## src/rtl/vpd_pkg.sv

```systemverilog
package vpd_pkg;
  typedef enum logic {STD_60 = 1'b0, STD_50 = 1'b1} vid_std_e;

  localparam logic [3:0] ADDR_STAT = 4'hE;
  localparam logic [3:0] ADDR_MASK = 4'hF;
  localparam int         BIT_VS    = 0;
  localparam int         BIT_LOSS  = 6;
  localparam logic [7:0] IRQ_BITS  = 8'h41;
endpackage

```

## src/rtl/vpd_line_monitor.sv

```systemverilog
module vpd_line_monitor
  import vpd_pkg::*;
#(
  parameter int LINE_60      = 858,
  parameter int LINE_50      = 864,
  parameter int LOSS_LINES   = 16,
  parameter int REGAIN_LINES = 4
) (
  input  logic     clk_i,
  input  logic     rst_ni,
  input  logic     hs_det_i,
  input  vid_std_e std_i,
  output logic     present_o,
  output logic     loss_o
);
  localparam int LMAX = (LINE_60 > LINE_50) ? LINE_60 : LINE_50;
  localparam int LW   = $clog2(LMAX + 1);
  localparam int MW   = $clog2(LOSS_LINES + 1);
  localparam int HW   = $clog2(REGAIN_LINES + 1);
  localparam logic [LW-1:0] LAST_60 = LW'(LINE_60 - 1);
  localparam logic [LW-1:0] LAST_50 = LW'(LINE_50 - 1);
  localparam logic [MW-1:0] MISS_TOP = MW'(LOSS_LINES - 1);
  localparam logic [HW-1:0] HIT_TOP  = HW'(REGAIN_LINES - 1);

  logic [LW-1:0] lc_q;
  logic [MW-1:0] miss_q;
  logic [HW-1:0] hit_q;
  logic          present_q;
  logic          timeout;

  // >= so a switch to a shorter standard cannot strand the counter
  assign timeout = lc_q >= ((std_i == STD_50) ? LAST_50 : LAST_60);
  assign loss_o  = present_q && !hs_det_i && timeout && (miss_q == MISS_TOP);
  assign present_o = present_q;

  always_ff @(posedge clk_i or negedge rst_ni) begin
    if (!rst_ni) begin
      lc_q      <= '0;
      miss_q    <= '0;
      hit_q     <= '0;
      present_q <= 1'b0;
    end else begin
      if (hs_det_i) begin
        lc_q   <= '0;
        miss_q <= '0;
        if (hit_q != HIT_TOP) hit_q <= hit_q + 1'b1;
        if (!present_q && hit_q == HIT_TOP) present_q <= 1'b1;
      end else if (timeout) begin
        lc_q  <= '0;
        hit_q <= '0;
        if (miss_q != MISS_TOP) miss_q <= miss_q + 1'b1;
        if (loss_o) present_q <= 1'b0;
      end else begin
        lc_q <= lc_q + 1'b1;
      end
    end
  end
endmodule

```

## src/rtl/vpd_nominal_gen.sv

```systemverilog
module vpd_nominal_gen
  import vpd_pkg::*;
#(
  parameter int LINE_60  = 858,
  parameter int FRAME_60 = 525,
  parameter int LINE_50  = 864,
  parameter int FRAME_50 = 625
) (
  input  logic     clk_i,
  input  logic     rst_ni,
  input  logic     run_i,
  input  vid_std_e std_i,
  output logic     nom_hs_o,
  output logic     nom_vs_o
);
  localparam int LMAX = (LINE_60 > LINE_50) ? LINE_60 : LINE_50;
  localparam int FMAX = (FRAME_60 > FRAME_50) ? FRAME_60 : FRAME_50;
  localparam int CW   = $clog2(LMAX + 1);
  localparam int RW   = $clog2(FMAX + 1);

  logic [CW-1:0] col_q, col_last;
  logic [RW-1:0] row_q, row_last;

  assign col_last = (std_i == STD_50) ? CW'(LINE_50 - 1) : CW'(LINE_60 - 1);
  assign row_last = (std_i == STD_50) ? RW'(FRAME_50 - 1) : RW'(FRAME_60 - 1);

  always_ff @(posedge clk_i or negedge rst_ni) begin
    if (!rst_ni) begin
      col_q <= '0;
      row_q <= '0;
    end else if (!run_i) begin
      col_q <= '0;
      row_q <= '0;
    end else if (col_q >= col_last) begin
      col_q <= '0;
      row_q <= (row_q >= row_last) ? '0 : row_q + 1'b1;
    end else begin
      col_q <= col_q + 1'b1;
    end
  end

  assign nom_hs_o = run_i && (col_q == '0);
  assign nom_vs_o = nom_hs_o && (row_q == '0);
endmodule

```

## src/rtl/vpd_irq_regs.sv

```systemverilog
module vpd_irq_regs
  import vpd_pkg::*;
(
  input  logic       clk_i,
  input  logic       rst_ni,
  input  logic       we_i,
  input  logic [3:0] addr_i,
  input  logic [7:0] wdata_i,
  input  logic       loss_set_i,
  input  logic       vs_set_i,
  output logic [7:0] rdata_o,
  output logic [7:0] stat_o,
  output logic [7:0] mask_o,
  output logic       irq_o
);
  logic [7:0] stat_q, mask_q, clr, set_v;

  always_comb begin
    clr = '0;
    if (we_i && addr_i == ADDR_STAT) clr = wdata_i;
    set_v = '0;
    set_v[BIT_LOSS] = loss_set_i;
    set_v[BIT_VS]   = vs_set_i;
  end

  always_ff @(posedge clk_i or negedge rst_ni) begin
    if (!rst_ni) begin
      stat_q <= '0;
      mask_q <= '0;
    end else begin
      stat_q <= ((stat_q & ~clr) | set_v) & IRQ_BITS;  // set wins
      if (we_i && addr_i == ADDR_MASK) mask_q <= wdata_i & IRQ_BITS;
    end
  end

  always_comb begin
    case (addr_i)
      ADDR_STAT: rdata_o = stat_q;
      ADDR_MASK: rdata_o = mask_q;
      default:   rdata_o = '0;
    endcase
  end

  assign stat_o = stat_q;
  assign mask_o = mask_q;
  assign irq_o  = |(stat_q & mask_q);
endmodule

```

## src/rtl/vid_presence_det.sv

```systemverilog
module vid_presence_det
  import vpd_pkg::*;
#(
  parameter int LINE_60      = 858,
  parameter int FRAME_60     = 525,
  parameter int LINE_50      = 864,
  parameter int FRAME_50     = 625,
  parameter int LOSS_LINES   = 16,
  parameter int REGAIN_LINES = 4
) (
  input  logic       clk_i,
  input  logic       rst_ni,
  input  logic       hs_det_i,
  input  logic       vs_det_i,
  input  logic       std_sel_i,
  input  logic       reg_we_i,
  input  logic [3:0] reg_addr_i,
  input  logic [7:0] reg_wdata_i,
  output logic [7:0] reg_rdata_o,
  output logic       video_present_o,
  output logic       nominal_active_o,
  output logic       nom_hs_o,
  output logic       nom_vs_o,
  output logic       irq_o
);
  vid_std_e   std_q;
  logic       present, loss;
  logic [7:0] stat_q, mask_q;

  // remembered standard: follows input only while a source is present
  always_ff @(posedge clk_i or negedge rst_ni) begin
    if (!rst_ni)      std_q <= STD_60;
    else if (present) std_q <= vid_std_e'(std_sel_i);
  end

  vpd_line_monitor #(
    .LINE_60(LINE_60), .LINE_50(LINE_50),
    .LOSS_LINES(LOSS_LINES), .REGAIN_LINES(REGAIN_LINES)
  ) u_mon (
    .clk_i, .rst_ni, .hs_det_i, .std_i(std_q),
    .present_o(present), .loss_o(loss)
  );

  vpd_nominal_gen #(
    .LINE_60(LINE_60), .FRAME_60(FRAME_60),
    .LINE_50(LINE_50), .FRAME_50(FRAME_50)
  ) u_gen (
    .clk_i, .rst_ni, .run_i(!present), .std_i(std_q),
    .nom_hs_o, .nom_vs_o
  );

  vpd_irq_regs u_regs (
    .clk_i, .rst_ni,
    .we_i(reg_we_i), .addr_i(reg_addr_i), .wdata_i(reg_wdata_i),
    .loss_set_i(loss), .vs_set_i(vs_det_i),
    .rdata_o(reg_rdata_o), .stat_o(stat_q), .mask_o(mask_q), .irq_o
  );

  assign video_present_o  = present;
  assign nominal_active_o = !present;
endmodule

```

## config.mk

```make
export PLATFORM = sky130hd
export DESIGN_NAME = vid_presence_det
export DESIGN_NICKNAME = d
export VERILOG_FILES = /design/src/rtl/vpd_pkg.sv /design/src/rtl/vpd_line_monitor.sv /design/src/rtl/vpd_nominal_gen.sv /design/src/rtl/vpd_irq_regs.sv /design/src/rtl/vid_presence_det.sv
export SDC_FILE = /design/constraint.sdc
export NUM_CORES = 1
export LEC_CHECK = 0
export BUFFER_PORTS_ARGS = -buffer_cell sky130_fd_sc_hd__buf_4
export CORE_MARGIN = 1
export CORE_UTILIZATION = 62
export CTS_CLUSTER_SIZE = 12
export DETAILED_ROUTE_END_ITERATION = 6
export PLACE_DENSITY = 0.84
export SLEW_MARGIN = 15
export SYNTH_ARGS = -nofsm -noshare
export SYNTH_HDL_FRONTEND = slang
export SYNTH_SLANG_ARGS = --single-unit
```

## constraint.sdc

```tcl
create_clock -name clk_i -period 3.4 [get_ports clk_i]
set_input_delay 0.51 -clock clk_i [delete_from_list [all_inputs] [get_ports clk_i]]
set_output_delay 0.51 -clock clk_i [all_outputs]
set_load 0.05 [all_outputs]
```

# --- Yosys cells after proc, flatten, opt, wreduce, memory -nomap -nowiden ---
# Index checks and enable logic that the tools add are counted.
word_totals:
  ff_bits: 44
  word_cells: 70
  output_inout_bits: 13
classes:
  n_mux: 21
  bitwise: 4
  n_reduce_logical: 20
  magnitude_cmp: 3
  eq_ne: 8
  add_sub_neg: 5
op_table:
  columns: ["op", "count"]
  rows:
  - ["2-to-1 mux 10 bit", 7]
  - ["adder 10 x 1 -> 10 bit (second input constant)", 3]
  - [">= comparator 10 bit", 3]
  - ["zero test 10 bit", 2]
  - ["2-to-1 mux 5 bit", 3]
  - ["bitwise AND 7 bit", 2]
  - ["2-to-1 mux 7 bit", 2]
  - ["one-hot mux 7 bit (2 select lines)", 1]
  - ["2-to-1 mux 3 bit", 4]
  - ["equality test 4 bit (second input constant)", 2]
  - ["logical AND 1 bit", 8]
  - ["nonzero test 2 bit", 4]
  - ["OR reduction 8 bit", 1]
  - ["NOT 7 bit", 1]
  - ["bitwise OR 7 bit", 1]
  - ["adder 5 x 1 -> 5 bit (second input constant)", 1]
  - ["equality test 5 x 4 -> 1 bit (second input constant)", 1]
  - ["inequality test 5 x 4 -> 1 bit (second input constant)", 1]
  - ["2-to-1 mux 1 bit", 4]
  - ["inequality test 2 x 1 -> 1 bit (second input constant)", 2]
  - ["AND reduction 2 bit", 2]
  - ["adder 3 x 1 -> 3 bit (second input constant)", 1]
  - ["equality test 3 x 2 -> 1 bit (second input constant)", 1]
  - ["inequality test 3 x 2 -> 1 bit (second input constant)", 1]
  - ["2 further kinds", 3]

# --- Longest topological paths before layout ---
# Gate-level depths: netlist of the first run.
depth:
  ltp_word: 7
  depth_mapped: 8
  ltp_nobuf: 7

# --- Modules after synthesis ---
# Synthesis of the first run repeated with hierarchy kept, for this count alone.
unflattened:
  cells_unflattened: 280
  area_unflattened_um2: 2746.4
by_module_without_submodules:
  columns: ["mod", "seq_area_each_um2", "n_inst", "area_each_um2", "cells_per_inst"]
  rows:
  - ["vpd_nominal_gen", 500.5, 1, 1257.5, 137]
  - ["vpd_line_monitor", 475.5, 1, 1086.0, 102]
  - ["vpd_irq_regs", 100.1, 1, 359.1, 38]
  - ["vid_presence_det", 25.0, 1, 43.8, 3]

# --- Worst setup path after synthesis of the first run ---
# No wires, ideal clock.
synth_timing:
  path_type: "reg-to-output"
  from: "register u_mon.present_q (netlist: u_mon.present_o)"
  to: "output nom_vs_o"
  required_time_ns: 2.890
  setup_slack_ns: 0.699
  path_buffers: 1
  path_stages_with_launch: 5
  arrival_ns: 2.191
  cell_sequence: "dfrtp_1 clkbuf_1 nor4_1 and4b_1 and3_1"
synth_via:
  elab_chain_cells: 3
synth_lines:
  columns: ["item", "line", "source"]
  rows:
  - ["from (decl)", "vpd_line_monitor.sv:28", "logic present_q;"]
  - ["from (signal assigned)", "vpd_line_monitor.sv:41", "present_q <= 1'b0;"]
  - ["from (signal assigned)", "vpd_line_monitor.sv:47", "if (!present_q && hit_q == HIT_TOP) present_q <= 1'b1;"]
  - ["from (signal assigned)", "vpd_line_monitor.sv:52", "if (loss_o) present_q <= 1'b0;"]
  - ["zero test 1 bit", "vid_presence_det.sv:48", ".clk_i, .rst_ni, .run_i(!present), .std_i(std_q),"]
  - ["logical AND 1 bit", "vpd_nominal_gen.sv:42", "assign nom_hs_o = run_i && (col_q == '0);"]
  - ["net nom_hs_o", "vid_presence_det.sv:22", "output logic nom_hs_o,"]
  - ["logical AND 1 bit", "vpd_nominal_gen.sv:43", "assign nom_vs_o = nom_hs_o && (row_q == '0);"]
  - ["to (decl)", "vid_presence_det.sv:23", "output logic nom_vs_o,"]
# The timed path passes the listed nets, and every way through them passes these cells.

# --- Worst setup path after layout of the first run ---
layout_timing:
  from: "register u_gen.row_q[0]"
  to: "output nom_vs_o"
layout_via:
  elab_chain_cells: 2
layout_lines:
  columns: ["item", "line", "source"]
  rows:
  - ["from (decl)", "vpd_nominal_gen.sv:22", "logic [RW-1:0] row_q, row_last;"]
  - ["from (signal assigned)", "vpd_nominal_gen.sv:36", "row_q <= (row_q >= row_last) ? '0 : row_q + 1'b1;"]
  - ["zero test 10 bit", "vpd_nominal_gen.sv:43", null]
  - ["logical AND 1 bit", "vpd_nominal_gen.sv:43", null]
# No other way between the ends.

==> results.yml, run 1 <==
outcome:
  status: "finished clean"
placed_design:
  dp_cells: 326
  post-dp-hpwl_um: 3240
  globalplace.congestion: 0.819
  numPortBuffers: 18
power_and_ir_drop:
  peakVddDrop_mv: 0.358
  power.leakage_nw: 1.23
  power_frac_comb_pct: 35.1
  clockPowerShare_pct: 25.7
  pwr-share-seq_pct: 39.1
  p_int_mw: 1.03
  powerDensity_nw_per_um2: 582
  p_sw_share_pct: 37.1
  power.switching_uw: 609
clocking:
  insertion_delay_ns: 0.30
  post_cts_resized: 0
  postCtsSetupBuffers: 0
  cts_sinks: 44
  cts_tree: "built"
  cts_root_buf: "clkbuf_8"
  htreeDepth: 2
  cts_buffers: 5
  clkTransAtPathRegs_ns: 0.08
  clockBufferDepth: 2
  ctsHoldBuffers: 0
synth:
  yosysSeqAreaShare_pct: 43.1
  synth-edff-count: 0
  synthArstFlopShare_pct: 100
  synth.distinct_cells: 49
  syn_area_per_cell_um2: 9.64
  synth-seq-cells: 44
  syn_inst: 265
  synth_top_cell_by_area: "dfrtp_1"
  synthFlopType: "dfrtp_1"
  yosys_warnings: 0
  synth_area_um2: 2550
  synth_top_area_share_pct: 43.1
  synth_area_leaders: "dfrtp_1 43%, ha_1 8.8%, nor2_1 4.4%"
routing:
  wl_per_cell_um: 14.2
  remaining_drc_errors: 0
  first_pass_iters: 4
  drtIter0Drc: 146
  drtAntennaViolNets: 0
  vias_per_cell: 5.80
  num_vias: 1937
  drt_wl_total_um: 4750
timing:
  skew_ns: 0.00826
  slew-limit-headroom_pct: 61.3
  finalHoldViolCount: 0
  fmax_mhz: 404
  fin_tns_setup_ns: 0
  tightest_slew_ns: 0.578
  rsz0062_at_grt: "no"
  finalCritPeriodShare_pct: 72.8
  drv_slew: 0
  setup_viol: 0
  final.min_clock_period_ns: 2.48
finish:
  layout_commonest_cell: "dfrtp_1"
  diodes: 0
  nets: 321
  drive_above_1_share_pct: 14.3
  fillCellCount: 288
  seqCellArea_um2: 1100
  layout_common_cells: "44 x dfrtp_1, 30 x nor2_1, 22 x inv_1, 22 x nand3_1"
  final_cell_count_no_fill: 334
  area_growth_pct: 10.4
  multiInputGateArea_um2: 1320
floorplanning:
  num_io_pins: 31
  start_util_pct: 67.2
  core_area_um2: 3800
  die-area_um2: 4380
  fp.dieW_um: 66.2
  rows: 22
  fp.dieH_um: 66.2
worst_setup_path:
  crit_path_start: "u_gen.row_q[0]$_DFFE_PN0P_"
  cp.arrival_ns: 1.97
  cp-start-kind: "flip-flop"
  critPathKind: "flip-flop to primary output"
  end_kind: "primary output"
  crit_fanout: 6
  crit-reg2reg-launch: "std_q$_DFFE_PN0P_"
  crit_required_ns: 2.89
  regToRegEndpoint: "u_gen.row_q[9]$_DFFE_PN0P_"
  reg2regPathDepth: 7
  ff2ff_setup_slack_ns: 1.23
grt:
  grt_pass1_vias: 1937
  grt_max_degree: 45
  grt_pass1_wl_um: 8360
  antenna_found_initial: 0
  grt-ovfl-total: 0
  grt.total_usage_pct: 25.4
worst_hold_path:
  hold_path_class: "primary input to asynchronous set/reset pin"
job:
  maxCapViolCount: 0
[registers in the layout, indices dropped and copies added, names as in the netlist]
name	count
std_q	1
u_gen.col_q	10
u_gen.row_q	10
u_mon.hit_q	3
u_mon.lc_q	10
u_mon.miss_q	5
u_mon.present_o	1
u_regs.mask_o	2
u_regs.stat_o	2
[layer usage]
layer	GRT usage (%)	part of all wire (%)
met1	31.9	47
met2	42.0	47
met3	5.52	3.9
met4	10.9	1.7
met5	0	0
[cell families (layout without fill, tap and decap cells)]
family | after synthesis | after routing | synth area share [%]
and+or+nand+nor | 99 | 99 | 20.1
AOI/OAI and AO/OA | 50 | 50 | 14.4
DFF | 44 | 44 | 43.1
buffers and inverters | 32 | 48 | 5.93
adders and majority gates | 18 | 18 | 8.82
xor gates and xnor gates | 17 | 17 | 5.83
muxes | 4 | 4 | 1.71
other | 1 | 6 | 0.147
[cells in the mapped netlist (3+ instances only)]
cell      n
o21ai_1   3
nand2_1  16
inv_1    22
a21oi_1  11
nand4_1   3
mux2_2    3
xor2_1   10
a22o_1    6
nand3_1  22
nor4_1    3
buf_4     6
nor2_1   30
dfrtp_1  44
o22ai_1   6
xnor2_1   7
ha_1     18
and3_1    6
o21ai_0   4
nor3_1    3
a31oi_1   7
[cell type report]
class | count | area share, %
multi-input cells | 194 | 46.8
flip-flops and latches | 44 | 39.0
repair buffers | 18 | 4.79
clock buffers | 6 | 2.93
inverters | 22 | 2.93
well taps | 48 | 2.13
clock inverters | 2 | 1.38
[worst max-delay path: stages (launching register included)]
cell,delay (ns)
dfrtp_1,0.45
inv_1,0.08
ha_1,0.17
or4b_1,0.45
nor3_1,0.12
and3_1,0.18
buf_4,0.20
[how the worst max path moves through the flow]
| stage | to | slack [ns] | depth (start not counted) |
|---|---|---|---|
| finish | nom_vs_o | 0.92 | 6 |
| global route | nom_vs_o | 0.83 | 6 |
| CTS | nom_vs_o | 0.92 | 6 |
| detailed placement | u_gen.row_q[9]$_DFFE_PN0P_ | 1.25 | 7 |
| global placement | u_gen.row_q[9]$_DFFE_PN0P_ | 1.28 | 7 |
| floorplan | nom_vs_o | 0.70 | 4 |
[power groups by stage]
stage                     combinational, mW  sequential (mW)  clock [mW]
after floorplan                       0.452            0.642           0
after global placement                0.560            0.649           0
after detailed placement              0.574            0.650           0
after CTS                             0.585            0.641       0.431
after global routing                  0.647            0.653       0.451
final                                 0.577            0.642       0.423
[metrics by stage]
stage	utilization [%]	hold WS [ns]	total power [mW]	instance area, um^2	setup WS, ns
after CTS	74.2	0.200	1.66	2820	0.923
after floorplan	-	0.214	1.09	2570	0.699
after global placement	71.0	0.477	1.21	2700	1.28
after detailed placement	71.0	0.487	1.22	2700	1.25
final	74.2	0.182	1.64	2820	0.923
after global routing	74.2	0.222	1.75	2820	0.827
(Power assumes the default switching activity.)
==> inputs of run 2 (changes only) <==
--- a/config.mk
+++ b/config.mk
@@ -7,10 +7,10 @@
 export LEC_CHECK = 0
 export BUFFER_PORTS_ARGS = -buffer_cell sky130_fd_sc_hd__buf_4
 export CORE_MARGIN = 1
-export CORE_UTILIZATION = 62
+export CORE_UTILIZATION = 52
 export CTS_CLUSTER_SIZE = 12
 export DETAILED_ROUTE_END_ITERATION = 6
-export PLACE_DENSITY = 0.84
+export PLACE_DENSITY = 0.75
 export SLEW_MARGIN = 15
 export SYNTH_ARGS = -nofsm -noshare
 export SYNTH_HDL_FRONTEND = slang
==> constraint.sdc (replaced) <==
create_clock -name clk_i -period 2 [get_ports clk_i]
set_input_delay 0.3 -clock clk_i [delete_from_list [all_inputs] [get_ports clk_i]]
set_output_delay 0.3 -clock clk_i [all_outputs]
set_load 0.05 [all_outputs]
==> run 2 against run 1 <==
The flow now finishes with violations (negative setup slack). Die area up 19%. Core utilization down 11 points. Clock skew decreased by 0.00058 ns. Sequential power up 65%. Non-clock buffer count rose by 16. Worst setup slack worse by 1.1 ns. Critical path depth unchanged. Clock-buffer cell count shrank 1. Sequential share of layout area fell by 2.1 points. Global-route usage fell by 4.5 points. Critical endpoint unchanged. Highest routed layer unchanged.
==> results.yml, run 2 (synthesized netlist as in run 1, its figures left out) <==
outcome:
  status: "complete, but fails checks"
  violations: "negative setup slack"
timing:
  rsz0062_at_grt: "yes"
  skew_ns: 0.00768
  setup_viol: 1
  fin_tns_setup_ns: -0.131
  slew-limit-headroom_pct: 63.8
  finalHoldViolCount: 0
  tightest_slew_ns: 0.543
  fmax_mhz: 469
  finalCritPeriodShare_pct: 107
  fin_ws_ns: -0.131
  drv_slew: 0
  final.min_clock_period_ns: 2.13
finish:
  design_area_um2: 2990
  layout_commonest_cell: "dfrtp_1"
  diodes: 0
  area_growth_pct: 17.0
  top_regs: "u_gen.col_q (10), u_gen.row_q (10), u_mon.lc_q (10)"
  layout_common_cells: "43 x dfrtp_1, 31 x buf_4, 30 x nor2_1"
  nets: 337
  drive_above_1_share_pct: 22.2
clocking:
  clockBufferDepth: 2
  insertion_delay_ns: 0.30
  clkTransAtPathRegs_ns: 0.09
  cts_sinks: 44
  cts_buffers: 5
  cts_root_buf: "clkbuf_8"
  cts_tree: "built"
  htreeDepth: 2
job:
  maxCapViolCount: 0
power_and_ir_drop:
  p_sw_share_pct: 38.6
  peakVddDrop_mv: 0.609
  power.leakage_nw: 1.30
  power_mw: 2.83
  pwr-share-seq_pct: 37.3
  power_frac_comb_pct: 42.4
  p_int_mw: 1.74
  clockPowerShare_pct: 20.3
  power.switching_mw: 1.09
  powerDensity_nw_per_um2: 948
grt:
  grt_pass1_wl_um: 8420
  grt_pass1_vias: 1910
  grt_max_degree: 45
  grt.total_usage_pct: 20.9
  antenna_found_initial: 0
  grt-ovfl-total: 0
floorplanning:
  core_area_um2: 4720
  num_io_pins: 31
  rows: 25
  start_util_pct: 54.1
  fp.dieW_um: 72.1
  fp.dieH_um: 72.1
  die-area_um2: 5200
routing:
  vias_per_cell: 5.39
  drtIter0Drc: 95
  remaining_drc_errors: 0
  drt_wl_total_um: 4960
  first_pass_iters: 4
  wl_per_cell_um: 13.4
  drtAntennaViolNets: 0
  num_vias: 1988
worst_hold_path:
  hp-start: "vs_det_i"
  holdPathEnd: "u_regs.stat_o[0]$_DFF_PN0_"
  holdPathStages: 2
  hold_path_class: "primary input to flip-flop"
worst_setup_path:
  critPathKind: "flip-flop to primary output"
  ff2ff_setup_slack_ns: 0.09
  reg2regPathDepth: 9
  cp.arrival_ns: 1.83
  crit-reg2reg-launch: "std_q$_DFFE_PN0P_"
  cp-start-kind: "flip-flop"
  end_kind: "primary output"
  crit_fanout: 2
  regToRegEndpoint: "u_gen.row_q[5]$_DFFE_PN0P_"
  crit_required_ns: 1.70
placed_design:
  post-dp-hpwl_um: 3550
  numPortBuffers: 18
  globalplace.congestion: 0.830
  dp_slack_ns: 0.0640
  placed_area_um2: 2820
-- run 2: area by class of cell --
cell class                      instances  area [um^2]
Tap cell                               67         83.8
Inverter                               22         82.6
Fill cell                             394         1740
Clock inverter                          3         23.8
Sequential cell                        44         1100
Timing Repair Buffer                   34          269
Clock buffer                            5         68.8
Multi-Input combinational cell        194         1360
-- run 2: timing repair --
action                     CTS  global route
hold endpoints to repair    16             0
pin swaps                    0             2
setup endpoints to repair    1            30
buffers inserted             1             2
resized for setup            2            10
hold buffers                 1             0
-- run 2: worst max path at each step --
| stage | endpoint | from |
|---|---|---|
| after global placement | u_mon.hit_q[2]$_DFFE_PN0P_ | std_q$_DFFE_PN0P_ |
| after global routing | nom_vs_o | u_gen.row_q[0]$_DFFE_PN0P_ |
| after floorplan | nom_vs_o | u_mon.present_o$_DFFE_PN0P_ |
| after CTS | nom_vs_o | u_gen.row_q[1]$_DFFE_PN0P_ |
| after detailed placement | u_gen.row_q[9]$_DFFE_PN0P_ | std_q$_DFFE_PN0P_ |
| final | nom_vs_o | u_gen.row_q[1]$_DFFE_PN0P_ |
-- run 2: power groups by stage --
stage,registers [mW],logic [mW],clock network (mW)
5_1_grt,1.07,1.33,0.625
2_1_floorplan,1.09,0.801,0
6_report,1.06,1.20,0.575
3_3_place_gp,1.07,1.10,0
4_1_cts,1.06,1.17,0.586
3_5_place_dp,1.07,1.13,0
-- run 2: through the flow --
step | utilization (%) | hold WS [ns] | cells
after global routing | 63.3 | 0.159 | 369
after CTS | 62.2 | 0.164 | 367
final | 63.3 | 0.174 | 369
after detailed placement | 59.7 | 0.328 | 357
after global placement | 59.7 | 0.326 | 357
after floorplan | - | 0.00441 | 270
-- run 2: layer usage --
layer | up-vias | track usage (%) | part of all wire, %
li1 | 992 | - | -
met5 | - | 0 | 0
met4 | 0 | 5.88 | 0.89
met2 | 35 | 35.4 | 50
met3 | 6 | 5.00 | 3.6
met1 | 955 | 26.7 | 46
-- run 2: worst max-delay path, stage by stage (launching register included) --
cell     delay (ns)
dfrtp_1        0.39
inv_2          0.06
ha_2           0.17
or4b_4         0.46
nor3_2         0.11
and3_4         0.20
buf_8          0.14
